File: src/rtl/irda_pkg.sv
package irda_pkg;

    typedef enum logic [1:0] {
        TX_IDLE = 2'd0,
        TX_NORM = 2'd1,
        TX_LOWP = 2'd2
    } tx_state_e;

    typedef enum logic {
        RX_IDLE = 1'b0,
        RX_ZERO = 1'b1
    } rx_state_e;

endpackage

File: src/rtl/irda_sync.sv
module irda_sync #(
    parameter int   DEPTH     = 2,
    parameter logic RESET_VAL = 1'b1
) (
    input  logic clk,
    input  logic rst_n,
    input  logic d,
    output logic q
);
    logic [DEPTH-1:0] stage;

    generate
        for (genvar i = 0; i < DEPTH; i++) begin : g_stage
            always_ff @(posedge clk or negedge rst_n) begin
                if (!rst_n) begin
                    stage[i] <= RESET_VAL;
                end else begin
                    if (i == 0) stage[i] <= d;
                    else        stage[i] <= stage[(i > 0) ? i-1 : 0];
                end
            end
        end
    endgenerate

    assign q = stage[DEPTH-1];
endmodule

File: src/rtl/irda_tx_encoder.sv
module irda_tx_encoder
    import irda_pkg::*;
#(
    parameter int TICKS_PER_BIT  = 16,
    parameter int PULSE_START    = 7,
    parameter int PULSE_TICKS    = 3,
    parameter int LP_PULSE_TICKS = 3
) (
    input  logic clk,
    input  logic rst_n,
    input  logic active,
    input  logic lowpwr,
    input  logic tick16,
    input  logic lp_tick,
    input  logic bit_in,
    output logic pulse
);
    localparam int PHASE_W = $clog2(TICKS_PER_BIT);
    localparam int CNT_MAX = (PULSE_TICKS > LP_PULSE_TICKS) ? PULSE_TICKS : LP_PULSE_TICKS;
    localparam int CNT_W   = $clog2(CNT_MAX + 1);
    localparam logic [PHASE_W-1:0] PHASE_LAST = PHASE_W'(TICKS_PER_BIT - 1);
    localparam logic [PHASE_W-1:0] START_PRE  = PHASE_W'(PULSE_START - 1);
    localparam logic [CNT_W-1:0]   NORM_LAST  = CNT_W'(PULSE_TICKS - 1);
    localparam logic [CNT_W-1:0]   LOWP_LAST  = CNT_W'(LP_PULSE_TICKS - 1);

    logic               prev_bit;
    logic               bit_edge;
    logic               start;
    logic [PHASE_W-1:0] phase;
    tx_state_e          state, nxt;
    logic [CNT_W-1:0]   cnt, cnt_nxt;

    assign bit_edge = bit_in ^ prev_bit;
    assign start    = active & tick16 & ~bit_edge & ~bit_in & (phase == START_PRE);

    // bit phase: restarts on each data change
    always_ff @(posedge clk or negedge rst_n) begin
        if (!rst_n) begin
            prev_bit <= 1'b1;
            phase    <= '0;
        end else begin
            prev_bit <= bit_in;
            if (!active || bit_edge) phase <= '0;
            else if (tick16)         phase <= (phase == PHASE_LAST) ? '0 : phase + 1'b1;
        end
    end

    // state register
    always_ff @(posedge clk or negedge rst_n) begin
        if (!rst_n) begin
            state <= TX_IDLE;
            cnt   <= '0;
        end else begin
            state <= nxt;
            cnt   <= cnt_nxt;
        end
    end

    always_comb begin
        nxt     = state;
        cnt_nxt = cnt;
        unique case (state)
            TX_IDLE: if (start) begin
                nxt     = lowpwr ? TX_LOWP : TX_NORM;
                cnt_nxt = '0;
            end
            TX_NORM: if (tick16) begin
                if (cnt == NORM_LAST) nxt = TX_IDLE;
                cnt_nxt = cnt + 1'b1;
            end
            TX_LOWP: if (lp_tick) begin
                if (cnt == LOWP_LAST) nxt = TX_IDLE;
                cnt_nxt = cnt + 1'b1;
            end
            default: nxt = TX_IDLE;
        endcase
        if (!active) begin
            nxt     = TX_IDLE;
            cnt_nxt = '0;
        end
    end

    // outputs
    always_comb begin
        unique case (state)
            TX_NORM, TX_LOWP: pulse = 1'b1;
            default:          pulse = 1'b0;
        endcase
    end
endmodule

File: src/rtl/irda_rx_decoder.sv
module irda_rx_decoder
    import irda_pkg::*;
#(
    parameter int TICKS_PER_BIT = 16
) (
    input  logic clk,
    input  logic rst_n,
    input  logic active,
    input  logic tick16,
    input  logic light,
    output logic bit_out
);
    localparam int WIN_W = $clog2(TICKS_PER_BIT);
    localparam logic [WIN_W-1:0] WIN_LAST = WIN_W'(TICKS_PER_BIT - 1);

    rx_state_e        state, nxt;
    logic [WIN_W-1:0] cnt;
    logic             pulse_seen;
    logic             qualify;

    assign qualify = active & tick16 & light & ~pulse_seen;

    always_ff @(posedge clk or negedge rst_n) begin
        if (!rst_n) begin
            pulse_seen <= 1'b0;
        end else if (!active || !light) begin
            pulse_seen <= 1'b0;
        end else if (tick16) begin
            pulse_seen <= 1'b1;
        end
    end

    // state register
    always_ff @(posedge clk or negedge rst_n) begin
        if (!rst_n) begin
            state <= RX_IDLE;
            cnt   <= '0;
        end else if (!active) begin
            state <= RX_IDLE;
            cnt   <= '0;
        end else begin
            state <= nxt;
            if (qualify)                        cnt <= '0;
            else if (tick16 && state == RX_ZERO) cnt <= cnt + 1'b1;
        end
    end

    always_comb begin
        nxt = state;
        unique case (state)
            RX_IDLE: if (qualify) nxt = RX_ZERO;
            RX_ZERO: begin
                if (qualify)                        nxt = RX_ZERO;
                else if (tick16 && cnt == WIN_LAST) nxt = RX_IDLE;
            end
            default: nxt = RX_IDLE;
        endcase
    end

    // outputs
    always_comb begin
        unique case (state)
            RX_ZERO: bit_out = 1'b0;
            default: bit_out = 1'b1;
        endcase
    end
endmodule

File: src/rtl/irda_endec.sv
module irda_endec
    import irda_pkg::*;
#(
    parameter int TICKS_PER_BIT  = 16,
    parameter int PULSE_START    = 7,
    parameter int PULSE_TICKS    = 3,
    parameter int LP_PULSE_TICKS = 3,
    parameter int SYNC_DEPTH     = 2,
    parameter int MODEM_W        = 4
) (
    input  logic               clk,
    input  logic               rst_n,
    input  logic               tick16,
    input  logic               lp_tick,
    input  logic               core_en,
    input  logic               ir_en,
    input  logic               ir_lowpwr,
    input  logic               loop_en,
    input  logic               loop_ir,
    input  logic               ser_tx_bit,
    output logic               wire_tx,
    output logic               ser_rx_bit,
    input  logic               wire_rx,
    output logic               ir_tx,
    input  logic               ir_rx,
    input  logic [MODEM_W-1:0] modem_raw,
    output logic [MODEM_W-1:0] modem_gated
);
    logic ir_active;
    logic tx_pulse;
    logic rx_raw;
    logic rx_sync;
    logic dec_bit;

    assign ir_active = core_en & ir_en;

    irda_tx_encoder #(
        .TICKS_PER_BIT (TICKS_PER_BIT),
        .PULSE_START   (PULSE_START),
        .PULSE_TICKS   (PULSE_TICKS),
        .LP_PULSE_TICKS(LP_PULSE_TICKS)
    ) u_enc (
        .clk    (clk),
        .rst_n  (rst_n),
        .active (ir_active),
        .lowpwr (ir_lowpwr),
        .tick16 (tick16),
        .lp_tick(lp_tick),
        .bit_in (ser_tx_bit),
        .pulse  (tx_pulse)
    );

    assign ir_tx  = tx_pulse & ir_active;
    assign rx_raw = (loop_en & loop_ir) ? ~ir_tx : ir_rx;

    irda_sync #(.DEPTH(SYNC_DEPTH), .RESET_VAL(1'b1)) u_sync (
        .clk  (clk),
        .rst_n(rst_n),
        .d    (rx_raw),
        .q    (rx_sync)
    );

    irda_rx_decoder #(.TICKS_PER_BIT(TICKS_PER_BIT)) u_dec (
        .clk    (clk),
        .rst_n  (rst_n),
        .active (ir_active),
        .tick16 (tick16),
        .light  (~rx_sync),
        .bit_out(dec_bit)
    );

    always_comb begin
        if (ir_active) begin
            wire_tx     = 1'b1;
            ser_rx_bit  = dec_bit;
            modem_gated = '0;
        end else begin
            wire_tx     = ser_tx_bit;
            ser_rx_bit  = (loop_en && !loop_ir) ? ser_tx_bit : wire_rx;
            modem_gated = modem_raw;
        end
    end
endmodule

File: config.mk
export PLATFORM = sky130hd
export DESIGN_NAME = irda_endec
export DESIGN_NICKNAME = d
export VERILOG_FILES = /design/src/rtl/irda_pkg.sv /design/src/rtl/irda_sync.sv /design/src/rtl/irda_tx_encoder.sv /design/src/rtl/irda_rx_decoder.sv /design/src/rtl/irda_endec.sv
export SDC_FILE = /design/constraint.sdc
export NUM_CORES = 1
export LEC_CHECK = 0
export BUFFER_PORTS_ARGS = -buffer_cell sky130_fd_sc_hd__buf_2
export CAP_MARGIN = 20
export CORE_ASPECT_RATIO = 1.5
export CORE_MARGIN = 2
export CORE_UTILIZATION = 39
export CTS_CLUSTER_SIZE = 30
export DETAILED_ROUTE_END_ITERATION = 7
export PLACE_DENSITY = 0.75
export SYNTH_ARGS = -nofsm -noshare
export SYNTH_HDL_FRONTEND = slang
export SYNTH_SLANG_ARGS = --single-unit
File: constraint.sdc
create_clock -name clk -period 1.8 [get_ports clk]
set_clock_uncertainty 0.2 [all_clocks]
set_input_delay 0.36 -clock clk [delete_from_list [all_inputs] [get_ports clk]]
set_output_delay 0.36 -clock clk [all_outputs]
set_load 0.005 [all_outputs]
==> impl_metrics.tcl, run 1 <==
set metrics [dict create \
    outcome "finished, violations left" \
    violations "negative setup slack" \
    synth_seq_cells 17 \
    synthTopCellsByArea "dfrtp_1, ha_1, dfstp_2, a21oi_1, nand3_1" \
    clkSlewWorstSetupHoldPaths_ns 0.10 \
    worst_skew_pair.late_latency_ns 0.29 \
    r2r_slack_ns -0.10 \
    layout_commonest_cell "buf_2" \
    drtIter0Drc 5 \
    overflow 0 \
    routedWlPerCell_um 13.7 \
    numPortBuffers 22 \
    hold_depth 2 \
    syn2layout_area_growth_pct 31.0 \
    htree_levels 1 \
    min_period_ns 1.90 \
    grtUsageTotal 0.176 \
    drc 0 \
    ys.warnings.count 0 \
    die_w_um 45.0 \
    grt_pass1_vias 910 \
    vias_per_cell 5.42 \
    cts_buffers 3 \
    antenna_cells 0 \
    critPathMaxFanout 4 \
    syn-cell-area_um2 981 \
    cts_sinks 17 \
    crit_arrival_ns 1.89 \
    drtAntennaViolNets 0 \
    core_um2 2420 \
    final_cell_mix "buf_2, dfrtp_1, buf_4, nor2_1" \
    antenna_found_initial 0 \
    finalWorstSetupSlack_ns -0.104 \
    post-route-period-util 1.06 \
    crit_type "register to register" \
    met2_usage 0.305 \
    cp.required_ns 1.78 \
    stdcell_count 167 \
    place_inst 156 \
    tns_ns -0.485 \
    route.vias.total 905 \
    yosysTopAreaCellShare 0.357 \
    hold_violations 0 \
    hold_end "u_sync.stage[0]$_DFF_PN1_" \
    timing.rr.end "u_enc.state[0]$_DFFE_PN0P_" \
    rows 22 \
    die_area_um2 2940 \
    met3_usage 0.0302 \
    routed_wl_mm 2.28 \
    grt_max_degree 18 \
    end_kind "register" \
    dr.pass1.iters 4 \
    r2r_cells 6 \
    r2r_start "u_enc.phase[0]$_DFFE_PN0P_" \
    met1_usage 0.199 \
    maxSlewViolCount 0 \
    clock.fmax_mhz 525 \
    layout.nets 167 \
    grt_busiest_layer "met2" \
    relSlewSlack 0.689 \
    io_pins 23 \
    start_util 0.405 \
    chipHeight_um 65.4 \
    synth_edf_count 0 \
    synthArstFlopShare 1.00 \
    place.gp.congestion 0.787 \
    p_leak_nw 0.588 \
    final_cell_area_um2 1280 \
    rsz0062_at_grt "yes" \
    hp-start "loop_en" \
    start_kind "register" \
    synthCells 105 \
    placed_area_um2 1170 \
    synth_flop_cell "dfrtp_1" \
    synth_top_cell_by_area "dfrtp_1" \
    synth.distinct_cells 27 \
    finalSetupViolations 5 \
    cts_tree "built" \
    vdd_ir_drop_max_mv 0.516 \
    grt_pass1_wl_mm 3.83 \
    syn_nets 128 \
    hold_class "input pin to register" \
    cts.path.max_buffers 2 \
    drive_above_1_share 0.364 \
    yosysSeqAreaShare 0.438 \
    cts-root-buf "clkbuf_4" \
    tightest_slew_ns 0.460 \
    max-cap-violations 0 \
    avgSynthCellArea_um2 9.34 \
    dpl.hpwl_mm 1.69 \
    p_per_area_nw_per_um2 534 \
]
## power by group
group          internal [mW]  total [mW]  switching, mW  leakage [nW]
registers              0.391       0.395        0.00413         0.227
clock network         0.0824       0.203          0.121        0.0177
logic                 0.0438      0.0881         0.0443         0.344
## worst max path at each step
stage                               start                         end  depth (start not counted)
6_report       u_enc.phase[0]$_DFFE_PN0P_  u_enc.state[0]$_DFFE_PN0P_                          6
5_1_grt        u_enc.phase[0]$_DFFE_PN0P_  u_enc.state[0]$_DFFE_PN0P_                          6
4_1_cts        u_enc.state[0]$_DFFE_PN0P_                       ir_tx                          4
3_5_place_dp   u_enc.phase[0]$_DFFE_PN0P_  u_enc.state[0]$_DFFE_PN0P_                          6
3_3_place_gp   u_enc.phase[0]$_DFFE_PN0P_    u_enc.cnt[1]$_DFFE_PN0P_                          6
2_1_floorplan  u_enc.phase[0]$_DFFE_PN0P_    u_enc.cnt[0]$_DFFE_PN0P_                          6
## metrics by stage
stage | utilization | total power, mW | hold WS [ns] | setup WS (ns)
after floorplan | - | 0.435 | -0.136 | -0.0873
after global placement | 0.481 | 0.482 | 0.101 | -0.0637
after detailed placement | 0.481 | 0.485 | 0.105 | -0.134
after CTS | 0.524 | 0.694 | 0.0275 | -0.104
after global routing | 0.530 | 0.734 | 0.0207 | -0.197
final | 0.530 | 0.687 | 0.0339 | -0.104
## Yosys cell counts, types with 2 or more instances
| cell type | count |
|---|---|
| dfrtp_1 | 14 |
| nor2_1 | 10 |
| a21oi_1 | 9 |
| nand2_1 | 9 |
| nand3_1 | 8 |
| ha_1 | 7 |
| inv_1 | 5 |
| nand2b_1 | 5 |
| and2_1 | 4 |
| dfstp_2 | 3 |
| nand4_1 | 3 |
| o21ai_0 | 3 |
| o21ai_1 | 3 |
| xor2_1 | 3 |
| and3_1 | 2 |
| clkbuf_1 | 2 |
| mux2_2 | 2 |
| nand4b_1 | 2 |
| nor3_1 | 2 |
| xnor2_1 | 2 |
## sequential cells by signal, indices dropped and copies added, names as in the netlist
| register | flops |
|---|---|
| u_dec.cnt | 4 |
| u_enc.phase | 4 |
| u_enc.cnt | 2 |
| u_enc.state | 2 |
| u_dec.pulse_seen | 1 |
| u_dec.state | 1 |
| u_enc.prev_bit | 1 |
| u_sync.q | 1 |
| u_sync.stage | 1 |
## cell families after synthesis
logic type | after synthesis | share of synthesized area
xor gates and xnor gates | 5 | 0.0447
DFF | 17 | 0.438
buffers and inverters | 7 | 0.0268
and+or+nand+nor | 46 | 0.245
muxes | 3 | 0.0332
adders and majority gates | 7 | 0.0893
AOI/OAI and AO/OA | 20 | 0.124
## routing by layer
| layer | wire, µm | vias to the layer above |
|---|---|---|
| met5 | 0 | - |
| met4 | 36 | 0 |
| met3 | 74 | 4 |
| met2 | 1200 | 18 |
| met1 | 968 | 437 |
| li1 | - | 446 |
## area by class of cell
type                    count  area [µm²]
clock buffers               3        22.5
well taps                  24        30.0
clock inverters             1        5.00
repair buffers             36         224
multi-input cells          81         556
flip-flops and latches     17         429
fillers                   220        1140
inverters                   5        18.8
## timing repair
item                                    in CTS  in global routing
setup buffers                                4                  2
endpoints found under the setup margin       5                  5
resized for setup                            8                  0
hold buffers                                 1                  0
pin swaps                                    6                  3
endpoints found under the hold margin       14                  0
## critical path, cell delays in order (launching register included)
cell and delay [ns]:
dfrtp_1 0.40, inv_2 0.08, ha_4 0.11, or4b_4 0.47, o31a_1 0.30, o21ai_1 0.15
a21oi_1 0.09
No activity file was read; power rests on OpenSTA's default activity.
==> run 2, diff against run 1 <==
Settings changed: CELL_PAD_IN_SITES_DETAIL_PLACEMENT set to 0, CELL_PAD_IN_SITES_GLOBAL_PLACEMENT set to 1, CORE_UTILIZATION 39 to 35, PLACE_DENSITY 0.75 to 0.85.
==> run 2 against run 1 <==
Net effect: clock power grew 43%; sequential power is essentially flat; maximum frequency shrank 1.6%; combinational power grew 2.8%; cell area grew 3.3%; the flow still finishes with violations (negative setup slack); flip-flop and latch count is the same; global-route usage shrank 0.50 points; worst setup slack lost 0.030 ns; count of clock-buffer cells in the layout grew 1; highest routed layer unchanged; critical path depth is the same; register-to-register slack lost 0.03 ns; routed wire length is the same.
==> impl_metrics.tcl, run 2 (synthesis gave the netlist of run 1 again) <==
set metrics [dict create \
    outcome "finished, violations left" \
    violations "negative setup slack" \
    overflow 0 \
    p_int_uw 593 \
    max-cap-violations 0 \
    relSlewSlack 0.647 \
    worst_skew_pair.late_latency_ns 0.26 \
    die_area_um2 3250 \
    start_util 0.367 \
    htree_levels 1 \
    rows 23 \
    clkSlewWorstSetupHoldPaths_ns 0.07 \
    crit_type "register to register" \
    dp_slack_ns -0.122 \
    routedWlPerCell_um 12.7 \
    top_regs "u_dec.cnt (4), u_enc.phase (4)" \
    core_um2 2680 \
    dr.pass1.iters 4 \
    numPortBuffers 22 \
    cts_sinks 17 \
    grt_pass1_vias 907 \
    p_comb_frac 0.116 \
    final_cell_mix "buf_2, dfrtp_1, buf_4, nor2_1, a21oi_1" \
    r2r_cells 6 \
    finalWorstSetupSlack_ns -0.134 \
    whs_ns 0.0460 \
    min_period_ns 1.93 \
    grt_max_degree 18 \
    vias_per_cell 5.12 \
    drive_above_1_share 0.366 \
    crit_arrival_ns 1.88 \
    seq_power_share 0.509 \
    clkPwrFrac 0.374 \
    critPathLaunch "u_enc.phase[0]$_DFFE_PN0P_" \
    cts_tree "built" \
    place_inst 168 \
    antenna_found_initial 0 \
    swShare 0.237 \
    chipHeight_um 68.8 \
    p_per_area_nw_per_um2 586 \
    antenna_cells 0 \
    timing.rr.end "u_enc.state[0]$_DFFE_PN0P_" \
    r2r_slack_ns -0.13 \
    place.gp.congestion 0.758 \
    io_pins 23 \
    layout.nets 166 \
    hold_class "input pin to register" \
    cts_buffers 3 \
    drtIter0Drc 10 \
    hold_violations 0 \
    drc 0 \
    endpoint "u_enc.state[0]$_DFFE_PN0P_" \
    final_cell_area_um2 1330 \
    syn2layout_area_growth_pct 35.3 \
    placed_area_um2 1170 \
    grt_pass1_wl_mm 3.95 \
    p_leak_nw 0.586 \
    cts.path.max_buffers 2 \
    critPathMaxFanout 4 \
    routed_wl_mm 2.28 \
    p_sw_uw 185 \
    vdd_ir_drop_max_mv 0.447 \
    clock.fmax_mhz 517 \
    start_kind "register" \
    drtAntennaViolNets 0 \
    finalSetupViolations 6 \
    layout_commonest_cell "buf_2" \
    die_w_um 47.2 \
    fill_cells 248 \
    cp.required_ns 1.74 \
    grtUsageTotal 0.171 \
    end_kind "register" \
    dpl.hpwl_mm 1.66 \
    route.vias.total 916 \
    stdcell_count 179 \
    rsz0062_at_grt "yes" \
    maxSlewViolCount 0 \
    r2r_start "u_enc.phase[0]$_DFFE_PN0P_" \
    post-route-period-util 1.07 \
    tightest_slew_ns 0.522 \
    cts-root-buf "clkbuf_8" \
]
[run 2: how the worst min path moves through the flow]
stage	end	slack, ns	cells after the start	start
floorplan	u_dec.cnt[0]$_DFFE_PN0P_	-0.14	0	rst_n
global placement	u_dec.pulse_seen$_DFFE_PN0P_	0.1	1	rst_n
detailed placement	u_dec.pulse_seen$_DFFE_PN0P_	0.11	1	rst_n
CTS	u_enc.prev_bit$_DFF_PN1_	0.04	1	ser_tx_bit
global route	u_enc.prev_bit$_DFF_PN1_	0.04	1	ser_tx_bit
finish	u_enc.prev_bit$_DFF_PN1_	0.05	1	ser_tx_bit
[run 2: stage by stage]
step	util	setup TNS (ns)	power [mW]
2_1_floorplan	-	-0.349	0.435
3_3_place_gp	0.439	-0.309	0.480
3_5_place_dp	0.439	-0.477	0.483
4_1_cts	0.485	-0.323	0.779
5_1_grt	0.496	-0.791	0.815
6_report	0.496	-0.527	0.778
[run 2: routing by layer]
metal  track usage  up-vias  wire length (µm)
li1              -      443                 -
met5             0        -                 0
met1         0.213      434               984
met2         0.285       34              1120
met4        0.0764        0                43
met3        0.0234        5               131
[run 2: timing repair]
action | CTS | global route
endpoints found under the setup margin | 5 | 5
resized for setup | 7 | 4
hold endpoints to repair | 14 | 0
pin swaps | 3 | 5
buffers inserted | 5 | 1
hold buffers | 1 | 0
gates cloned | 0 | 0
[run 2: final cells by class]
type | instances | area, µm² | area share
clock buffers | 4 | 45.0 | 0.0339
flip-flops and latches | 17 | 429 | 0.323
well taps | 37 | 46.3 | 0.0349
repair buffers | 35 | 216 | 0.163
multi-input cells | 81 | 572 | 0.431
inverters | 5 | 18.8 | 0.0141
[run 2: critical path, cell delays in order, from the launching register on]
cell and delay, ns:
dfrtp_1 0.40, inv_2 0.09, ha_4 0.11, or4b_4 0.48, o31a_1 0.31, o21ai_1 0.15
a21oi_1 0.08
[run 2: power by group through the flow]
stage | clock network [mW] | logic (mW) | registers (mW)
floorplan | 0 | 0.0336 | 0.402
global placement | 0 | 0.0783 | 0.402
detailed placement | 0 | 0.0800 | 0.403
CTS | 0.295 | 0.0881 | 0.396
global route | 0.316 | 0.103 | 0.396
finish | 0.291 | 0.0906 | 0.396
